==> src/rtl/wake_pm_pkg.sv <==
package wake_pm_pkg;
  typedef enum logic [2:0] {
    ST_S0  = 3'd0,
    ST_S1  = 3'd1,
    ST_S3  = 3'd3,
    ST_S4  = 3'd4,
    ST_S5  = 3'd5,
    ST_OFF = 3'd7
  } pm_state_e;

  typedef enum logic [1:0] {
    ENT_SW    = 2'd0,
    ENT_PFAIL = 2'd1,
    ENT_OVR   = 2'd2
  } s5_entry_e;

  localparam int SRC_PB   = 0;
  localparam int SRC_RING = 1;
  localparam int SRC_RTC  = 2;
  localparam int SRC_PME  = 3;
  localparam int SRC_SMB  = 4;
  localparam int SRC_GP0  = 5;

  localparam logic [7:0] SMB_WAKE  = 8'h01;
  localparam logic [7:0] SMB_HRST0 = 8'h03;
  localparam logic [7:0] SMB_HRST1 = 8'h04;
endpackage

==> src/rtl/wake_src_decode.sv <==
module wake_src_decode
  import wake_pm_pkg::*;
#(
  parameter int NGP = 4,
  localparam int NSRC = NGP + 5
) (
  input  logic            pwr_btn_ni,
  input  logic            ring_ni,
  input  logic            rtc_alarm_i,
  input  logic            pme_i,
  input  logic [NGP-1:0]  gp_wake_i,
  input  logic            smb_valid_i,
  input  logic [7:0]      smb_code_i,
  output logic [NSRC-1:0] raw_o
);
  logic smb_hit;

  always_comb begin
    smb_hit = smb_valid_i &&
              (smb_code_i == SMB_WAKE || smb_code_i == SMB_HRST0 || smb_code_i == SMB_HRST1);
  end

  assign raw_o[SRC_PB]   = ~pwr_btn_ni;
  assign raw_o[SRC_RING] = ~ring_ni;
  assign raw_o[SRC_RTC]  = rtc_alarm_i;
  assign raw_o[SRC_PME]  = pme_i;
  assign raw_o[SRC_SMB]  = smb_hit;

  for (genvar g = 0; g < NGP; g++) begin : g_gp
    assign raw_o[SRC_GP0+g] = gp_wake_i[g];
  end
endmodule

==> src/rtl/wake_src_regs.sv <==
module wake_src_regs
  import wake_pm_pkg::*;
#(
  parameter int NGP = 4,
  localparam int NSRC = NGP + 5
) (
  input  logic            clk_i,
  input  logic            rst_ni,
  input  logic            rsm_rst_ni,
  input  logic [NSRC-1:0] raw_i,
  input  logic            en_wr_i,
  input  logic [NSRC-1:0] en_wdata_i,
  input  logic            sts_clr_i,
  input  logic [NSRC-1:0] sts_clr_mask_i,
  output logic [NSRC-1:0] sts_o,
  output logic [NSRC-1:0] en_o,
  output logic [NSRC-1:0] rise_o
);
  localparam logic [NSRC-1:0] FIXED_EN = NSRC'(1 << SRC_PB) | NSRC'(1 << SRC_SMB);
  localparam logic [NSRC-1:0] KEEP_EN  = NSRC'(1 << SRC_RTC);

  logic [NSRC-1:0] sts_q, sts_d, en_q, en_d;

  always_comb begin
    sts_d = sts_q;
    en_d  = en_q;
    if (!rsm_rst_ni) begin
      // only a pending ring event survives the loss
      sts_d = '0;
      sts_d[SRC_RING] = sts_q[SRC_RING] | raw_i[SRC_RING];
      en_d  = en_q & KEEP_EN;
    end else begin
      if (sts_clr_i) sts_d = sts_d & ~sts_clr_mask_i;
      sts_d = sts_d | raw_i;
      if (en_wr_i) en_d = en_wdata_i;
    end
  end

  always_ff @(posedge clk_i or negedge rst_ni) begin
    if (!rst_ni) begin
      sts_q <= '0;
      en_q  <= '0;
    end else begin
      sts_q <= sts_d;
      en_q  <= en_d;
    end
  end

  assign sts_o  = sts_q;
  assign en_o   = en_q | FIXED_EN;
  assign rise_o = raw_i & ~sts_q & {NSRC{rsm_rst_ni}};


  lost_sts_clr_chk: assert property (@(posedge clk_i) disable iff (!rst_ni)
    !rsm_rst_ni |=> !sts_o[SRC_PB] && !sts_o[SRC_RTC]);


  rtc_en_kept_chk: assert property (@(posedge clk_i) disable iff (!rst_ni)
    !rsm_rst_ni |=> en_o[SRC_RTC] == $past(en_o[SRC_RTC]));
endmodule

==> src/rtl/wake_gate.sv <==
module wake_gate
  import wake_pm_pkg::*;
#(
  parameter int NGP = 4,
  parameter logic [NGP-1:0] GP_CORE_MASK = 4'b1100,
  localparam int NSRC = NGP + 5
) (
  input  pm_state_e       state_i,
  input  s5_entry_e       entry_i,
  input  logic [NSRC-1:0] en_i,
  output logic [NSRC-1:0] elig_o
);
  logic s5_open;
  logic core_on;

  assign s5_open = !(state_i == ST_S5 && entry_i != ENT_SW);
  assign core_on = (state_i == ST_S1);

  for (genvar i = 0; i < NSRC; i++) begin : g_src
    if (i == SRC_PB || i == SRC_SMB) begin : g_fixed
      assign elig_o[i] = 1'b1;
    end else if (i >= SRC_GP0) begin : g_gp
      if (GP_CORE_MASK[i-SRC_GP0]) begin : g_core
        assign elig_o[i] = en_i[i] && s5_open && core_on;
      end else begin : g_rsm
        assign elig_o[i] = en_i[i] && s5_open;
      end
    end else begin : g_misc
      assign elig_o[i] = en_i[i] && s5_open;
    end
  end
endmodule

==> src/rtl/wake_pm_fsm.sv <==
module wake_pm_fsm
  import wake_pm_pkg::*;
(
  input  logic       clk_i,
  input  logic       rst_ni,
  input  logic       rsm_rst_ni,
  input  logic       pwr_good_i,
  input  logic       stay_off_i,
  input  logic       ring_pend_i,
  input  logic       sleep_req_i,
  input  logic [1:0] sleep_type_i,
  input  logic       ovr_i,
  input  logic       wake_hit_i,
  input  logic [1:0] flr_clr_i,
  output pm_state_e  state_o,
  output s5_entry_e  entry_o,
  output logic       wake_o,
  output logic       core_flr_o,
  output logic       pwr_flr_o
);
  pm_state_e state_q, state_d;
  s5_entry_e entry_q, entry_d;
  logic      was_s4_q, was_s4_d;
  logic      wake_d;
  logic      pg_q;
  logic      core_q, pwr_q;
  logic      in_sleep;
  logic      boot;

  assign in_sleep = (state_q == ST_S1) || (state_q == ST_S3) ||
                    (state_q == ST_S4) || (state_q == ST_S5);
  assign boot     = !stay_off_i || ring_pend_i;

  always_comb begin
    state_d  = state_q;
    entry_d  = entry_q;
    was_s4_d = was_s4_q;
    wake_d   = 1'b0;
    if (!rsm_rst_ni) begin
      if (state_q != ST_OFF) begin
        was_s4_d = (state_q == ST_S4);
        state_d  = ST_OFF;
      end
    end else if (state_q == ST_OFF) begin
      if (boot) begin
        state_d = ST_S0;
        wake_d  = 1'b1;
      end else if (was_s4_q) begin
        state_d = ST_S4;
      end else begin
        state_d = ST_S5;
        entry_d = ENT_PFAIL;
      end
    end else if (ovr_i) begin
      state_d = ST_S5;
      entry_d = ENT_OVR;
    end else if (in_sleep && wake_hit_i) begin
      state_d = ST_S0;
      wake_d  = 1'b1;
    end else if (state_q == ST_S0 && sleep_req_i) begin
      entry_d = ENT_SW;
      unique case (sleep_type_i)
        2'd0:    state_d = ST_S1;
        2'd1:    state_d = ST_S3;
        2'd2:    state_d = ST_S4;
        default: state_d = ST_S5;
      endcase
    end
  end

  always_ff @(posedge clk_i or negedge rst_ni) begin
    if (!rst_ni) begin
      state_q  <= ST_S5;
      entry_q  <= ENT_PFAIL;
      was_s4_q <= 1'b0;
      wake_o   <= 1'b0;
      pg_q     <= 1'b0;
      core_q   <= 1'b0;
      pwr_q    <= 1'b0;
    end else begin
      state_q  <= state_d;
      entry_q  <= entry_d;
      was_s4_q <= was_s4_d;
      wake_o   <= wake_d;
      pg_q     <= pwr_good_i;
      core_q   <= (core_q & ~flr_clr_i[0]) | (pg_q & ~pwr_good_i);
      pwr_q    <= (pwr_q & ~flr_clr_i[1]) | ~rsm_rst_ni;
    end
  end

  assign state_o    = state_q;
  assign entry_o    = entry_q;
  assign core_flr_o = core_q;
  assign pwr_flr_o  = pwr_q;


  wake_one_cycle_chk: assert property (@(posedge clk_i) disable iff (!rst_ni)
    wake_o |=> !wake_o);


  pwr_flr_set_chk: assert property (@(posedge clk_i) disable iff (!rst_ni)
    !rsm_rst_ni |=> pwr_flr_o);


  off_during_loss_chk: assert property (@(posedge clk_i) disable iff (!rst_ni)
    !rsm_rst_ni |=> state_o == ST_OFF && !wake_o);
endmodule

==> src/rtl/wake_pm_ctrl.sv <==
module wake_pm_ctrl
  import wake_pm_pkg::*;
#(
  parameter int NGP = 4,
  parameter logic [NGP-1:0] GP_CORE_MASK = 4'b1100,
  localparam int NSRC = NGP + 5
) (
  input  logic            clk_i,
  input  logic            rst_ni,
  input  logic            pwr_good_i,
  input  logic            rsm_rst_ni,
  input  logic            pwr_btn_ni,
  input  logic            ring_ni,
  input  logic            rtc_alarm_i,
  input  logic            pme_i,
  input  logic [NGP-1:0]  gp_wake_i,
  input  logic            smb_valid_i,
  input  logic [7:0]      smb_code_i,
  input  logic            sleep_req_i,
  input  logic [1:0]      sleep_type_i,
  input  logic            ovr_i,
  input  logic            stay_off_i,
  input  logic            en_wr_i,
  input  logic [NSRC-1:0] en_wdata_i,
  input  logic            sts_clr_i,
  input  logic [NSRC-1:0] sts_clr_mask_i,
  input  logic [1:0]      flr_clr_i,
  output logic            wake_o,
  output logic [2:0]      state_o,
  output logic [1:0]      s5_entry_o,
  output logic [NSRC-1:0] sts_o,
  output logic [NSRC-1:0] en_o,
  output logic            core_flr_o,
  output logic            pwr_flr_o
);
  logic [NSRC-1:0] raw, rise, elig;
  pm_state_e       state;
  s5_entry_e       entry;
  logic            wake_hit;

  wake_src_decode #(.NGP(NGP)) u_decode (
    .pwr_btn_ni  (pwr_btn_ni),
    .ring_ni     (ring_ni),
    .rtc_alarm_i (rtc_alarm_i),
    .pme_i       (pme_i),
    .gp_wake_i   (gp_wake_i),
    .smb_valid_i (smb_valid_i),
    .smb_code_i  (smb_code_i),
    .raw_o       (raw)
  );

  wake_src_regs #(.NGP(NGP)) u_regs (
    .clk_i          (clk_i),
    .rst_ni         (rst_ni),
    .rsm_rst_ni     (rsm_rst_ni),
    .raw_i          (raw),
    .en_wr_i        (en_wr_i),
    .en_wdata_i     (en_wdata_i),
    .sts_clr_i      (sts_clr_i),
    .sts_clr_mask_i (sts_clr_mask_i),
    .sts_o          (sts_o),
    .en_o           (en_o),
    .rise_o         (rise)
  );

  wake_gate #(.NGP(NGP), .GP_CORE_MASK(GP_CORE_MASK)) u_gate (
    .state_i (state),
    .entry_i (entry),
    .en_i    (en_o),
    .elig_o  (elig)
  );

  assign wake_hit = |(rise & elig);

  wake_pm_fsm u_fsm (
    .clk_i        (clk_i),
    .rst_ni       (rst_ni),
    .rsm_rst_ni   (rsm_rst_ni),
    .pwr_good_i   (pwr_good_i),
    .stay_off_i   (stay_off_i),
    .ring_pend_i  (sts_o[SRC_RING]),
    .sleep_req_i  (sleep_req_i),
    .sleep_type_i (sleep_type_i),
    .ovr_i        (ovr_i),
    .wake_hit_i   (wake_hit),
    .flr_clr_i    (flr_clr_i),
    .state_o      (state),
    .entry_o      (entry),
    .wake_o       (wake_o),
    .core_flr_o   (core_flr_o),
    .pwr_flr_o    (pwr_flr_o)
  );

  assign state_o    = state;
  assign s5_entry_o = entry;


  s5_locked_src_chk: assert property (@(posedge clk_i) disable iff (!rst_ni)
    (rsm_rst_ni && !ovr_i && state == ST_S5 && entry != ENT_SW &&
     !rise[SRC_PB] && !rise[SRC_SMB]) |=> !wake_o);


  ovr_to_s5_chk: assert property (@(posedge clk_i) disable iff (!rst_ni)
    (rsm_rst_ni && ovr_i && state != ST_OFF) |=> state == ST_S5 && entry == ENT_OVR && !wake_o);
endmodule

==> config.mk <==
export PLATFORM = sky130hd
export DESIGN_NAME = wake_pm_ctrl
export DESIGN_NICKNAME = d
export VERILOG_FILES = /design/src/rtl/wake_pm_pkg.sv /design/src/rtl/wake_src_decode.sv /design/src/rtl/wake_src_regs.sv /design/src/rtl/wake_gate.sv /design/src/rtl/wake_pm_fsm.sv /design/src/rtl/wake_pm_ctrl.sv
export SDC_FILE = /design/constraint.sdc
export NUM_CORES = 1
export LEC_CHECK = 0
export ABC_AREA = 1
export BUFFER_PORTS_ARGS = -buffer_cell sky130_fd_sc_hd__buf_2
export CAP_MARGIN = 20
export CORE_MARGIN = 4
export CORE_UTILIZATION = 40
export DETAILED_ROUTE_END_ITERATION = 8
export PLACE_DENSITY = 0.76
export SKIP_CTS_REPAIR_TIMING = 1
export SYNTH_ARGS = -nofsm -noshare
export SYNTH_HDL_FRONTEND = slang
export SYNTH_SLANG_ARGS = --single-unit
==> constraint.sdc <==
create_clock -name clk_i -period 1.2 [get_ports clk_i]
set_input_delay 0.36 -clock clk_i [delete_from_list [all_inputs] [get_ports clk_i]]
set_output_delay 0.36 -clock clk_i [all_outputs]
set_load 0.01 [all_outputs]
==> results.txt <==
status: finished, violations left
failing checks: setup timing
Tmin final: 1502 ps
worst hold-check path type: in -> reg
met3 wire len: 365 µm
mux share of post-synthesis cell area: 0%
commonest non-fill, non-tap cell in the layout: buf_2
most frequent cells in the layout: 56 x buf_2, 27 x nand2_1, 24 x buf_6
TritonCTS Sinks: 26
Synth Area in Simple Gates: 27.95%
wl on met1: 1524 µm
core area: 3153 µm²
die width: 66.23 µm
die area: 4386 µm²
Bufs on Longest Clock Path: 2
max-cap violations: 0
syn_area_per_cell: 8.025 µm²
RSZ-0062 raised after global routing: yes
pin count of the biggest net entering global routing: 27
clk_skew: 4.154 ps
synthesized flop and latch total: 26
# rows: 20
synth warn: 0
Worst-Skew Late Latency: 320 ps
largest stage delay on the critical path: 660 ps
Hold Slack: 145.2 ps
# nets final: 309
Initial Utilization: 43.02%
leakage: 1.124 nW
cells after synthesis: 169
CP Class: reg -> out
period utilisation layout: 125.2%
initial antenna violation count: 0
CP startpoint kind: register
Cell Pwr Density: 1491 nW/µm²
layout cells sized above 1: 45.38%
crit path DAT: 1140 ps
Setup WS post-layout: -302.5 ps
Die Ht: 66.23 µm
sequential element share of the synthesized area: 48.25%
worst endpoint required time: 840 ps
vias in the first global route: 1413
final hold violation count: 0
Final GP Congestion: 0.8217
top sig layer: met4
CTS tree: yes
vias per cell: 4.875
Reg clk slew, reported paths: 150 ps
gr ovfl total: 0
Pwr Total: 0.003152 W
post-synthesis cell type count: 30
register area: 654.4 µm²
number of fill cells in the layout: 277
worst slack, placed: -188.1 ps
Critical Path Fanout Max: 8
DRT Pass-1 Iters: 4
# IOs: 74
CP bufs+invs: 1
FF-to-FF setup slack: -240 ps
Final Max Slew Viols: 0
first-pass GRT wire length: 6175 µm
area occupied by multi-input gates: 598.1 µm²
DR WL met2: 1967 µm
Crit path max-delay family: flip-flops
Post-Synth XOR/XNOR Area: 0%
Max Clock Freq: 665.6 MHz
Final setup viols: 29
detailed-placement wirelength estimate: 2998 µm
Routed wire per std cell: 12.90 µm
combinational family with the most area after synthesis: simple AND/OR/NAND/NOR gates
crit path cell chain: buf_2
count of input and output buffers: 69
Worst setup EP type: primary output
residual DRC count: 0
H-tree levels: 1
Post-Route WL: 3922 µm
Synth Area in Compound Gates: 13.84%
worst vdd ir: 0.0008609 V
DR vias: 1482
area delta synth->final: 55.81%
TritonCTS Buffers: 3
Critical Path Slowest Stage Cell: dfstp_2
total track usage: 18.24%
Clk Tree Root Cell: clkbuf_4
DRT iter0 DRCs: 45
Post-Synth Adder-Cell Area: 0%
Mapped Area: 1356 µm²
ant diodes: 0
antenna-violating nets left: 0
[synth_stat cells]
cell type | number | share of area (%)
dfrtp_1 | 23 | 42
inv_1 | 20 | 5.5
nand2_4 | 1 | 0.83
o211ai_1 | 1 | 0.55
nor2_1 | 16 | 4.4
o21bai_1 | 1 | 0.55
o21ai_2 | 1 | 0.65
nor2_4 | 1 | 0.83
o21ai_1 | 4 | 1.5
inv_2 | 3 | 0.83
nand2_2 | 4 | 1.8
nand3_2 | 2 | 1.5
nand4_1 | 1 | 0.46
o21a_1 | 1 | 0.55
nor3_1 | 2 | 0.74
nand3b_1 | 4 | 2.2
clkbuf_1 | 3 | 0.83
a211oi_2 | 1 | 0.92
nand2_1 | 29 | 8.0
a31oi_1 | 1 | 0.46
o22ai_1 | 1 | 0.46
o21ai_0 | 9 | 3.3
nand3_1 | 18 | 6.6
dfstp_2 | 3 | 5.8
o21bai_2 | 1 | 0.83
conb_1 | 1 | 0.28
or2_1 | 1 | 0.46
a21oi_1 | 11 | 4.1
buf_4 | 4 | 2.2
clkinv_1 | 1 | 0.28
[registers in the layout, summed over array words and instances, names as in the netlist, 2 cells and up]
name	cells
u_fsm.entry_o	2
u_fsm.state_o	3
u_regs.en_q	7
u_regs.sts_o	9
[where the power goes]
| part | switching [W] | total (W) | internal (W) |
|---|---|---|---|
| Combinational | 0.000643 | 0.00132 | 0.000677 |
| Clock | 0.000273 | 0.000611 | 0.000338 |
| Sequential | 0.000165 | 0.00122 | 0.00105 |
[final cells by class]
| type | instances | share of cell area, % |
|---|---|---|
| Clock inverter | 1 | 1.421 |
| Timing Repair Buffer | 93 | 31.38 |
| Clock buffer | 3 | 1.066 |
| Tap cell | 44 | 2.605 |
| Inverter | 24 | 4.263 |
| Multi-Input combinational cell | 113 | 28.30 |
| Sequential cell | 26 | 30.97 |
[routing by layer]
layer / vias to the layer above / track usage, %
met3: 8 / 3.912
li1: 729 / -
met4: 0 / 8.122
met5: - / 0
met2: 60 / 33.09
met1: 685 / 20.09
[through the flow]
stage	utilization, %	cell area (µm²)	TNS [ps]	instances
after global placement	60.99	1923	-915.2	299
after global routing	67.02	2113	-5777	304
after detailed placement	60.99	1923	-1027	299
after floorplan	-	1379	-488.0	170
final	67.02	2113	-4004	304
after CTS	62.66	1976	-4424	303
[cells by family after synthesis]
family                 Yosys count
AND/OR/NAND/NOR                 79
other                            1
buffers and inverters           31
flip-flops                      26
AO/OA/AOI/OAI                   32
[path summary, 6_finish.rpt]
check / start / end / depth (start not counted)
min in group asynchronous: rst_ni / u_fsm.pg_q / 3
min: pwr_good_i / u_fsm.pg_q / 1
max reg2reg: u_fsm.state_o[2] / u_fsm.state_o[1] / 7
max: u_fsm.state_o[2] / state_o[2] / 1
max in group asynchronous: rst_ni / u_fsm.state_o[0] / 3
min reg2reg: u_fsm.pg_q / u_fsm.core_flr_o / 2
Power figures use the tool's default switching activity.
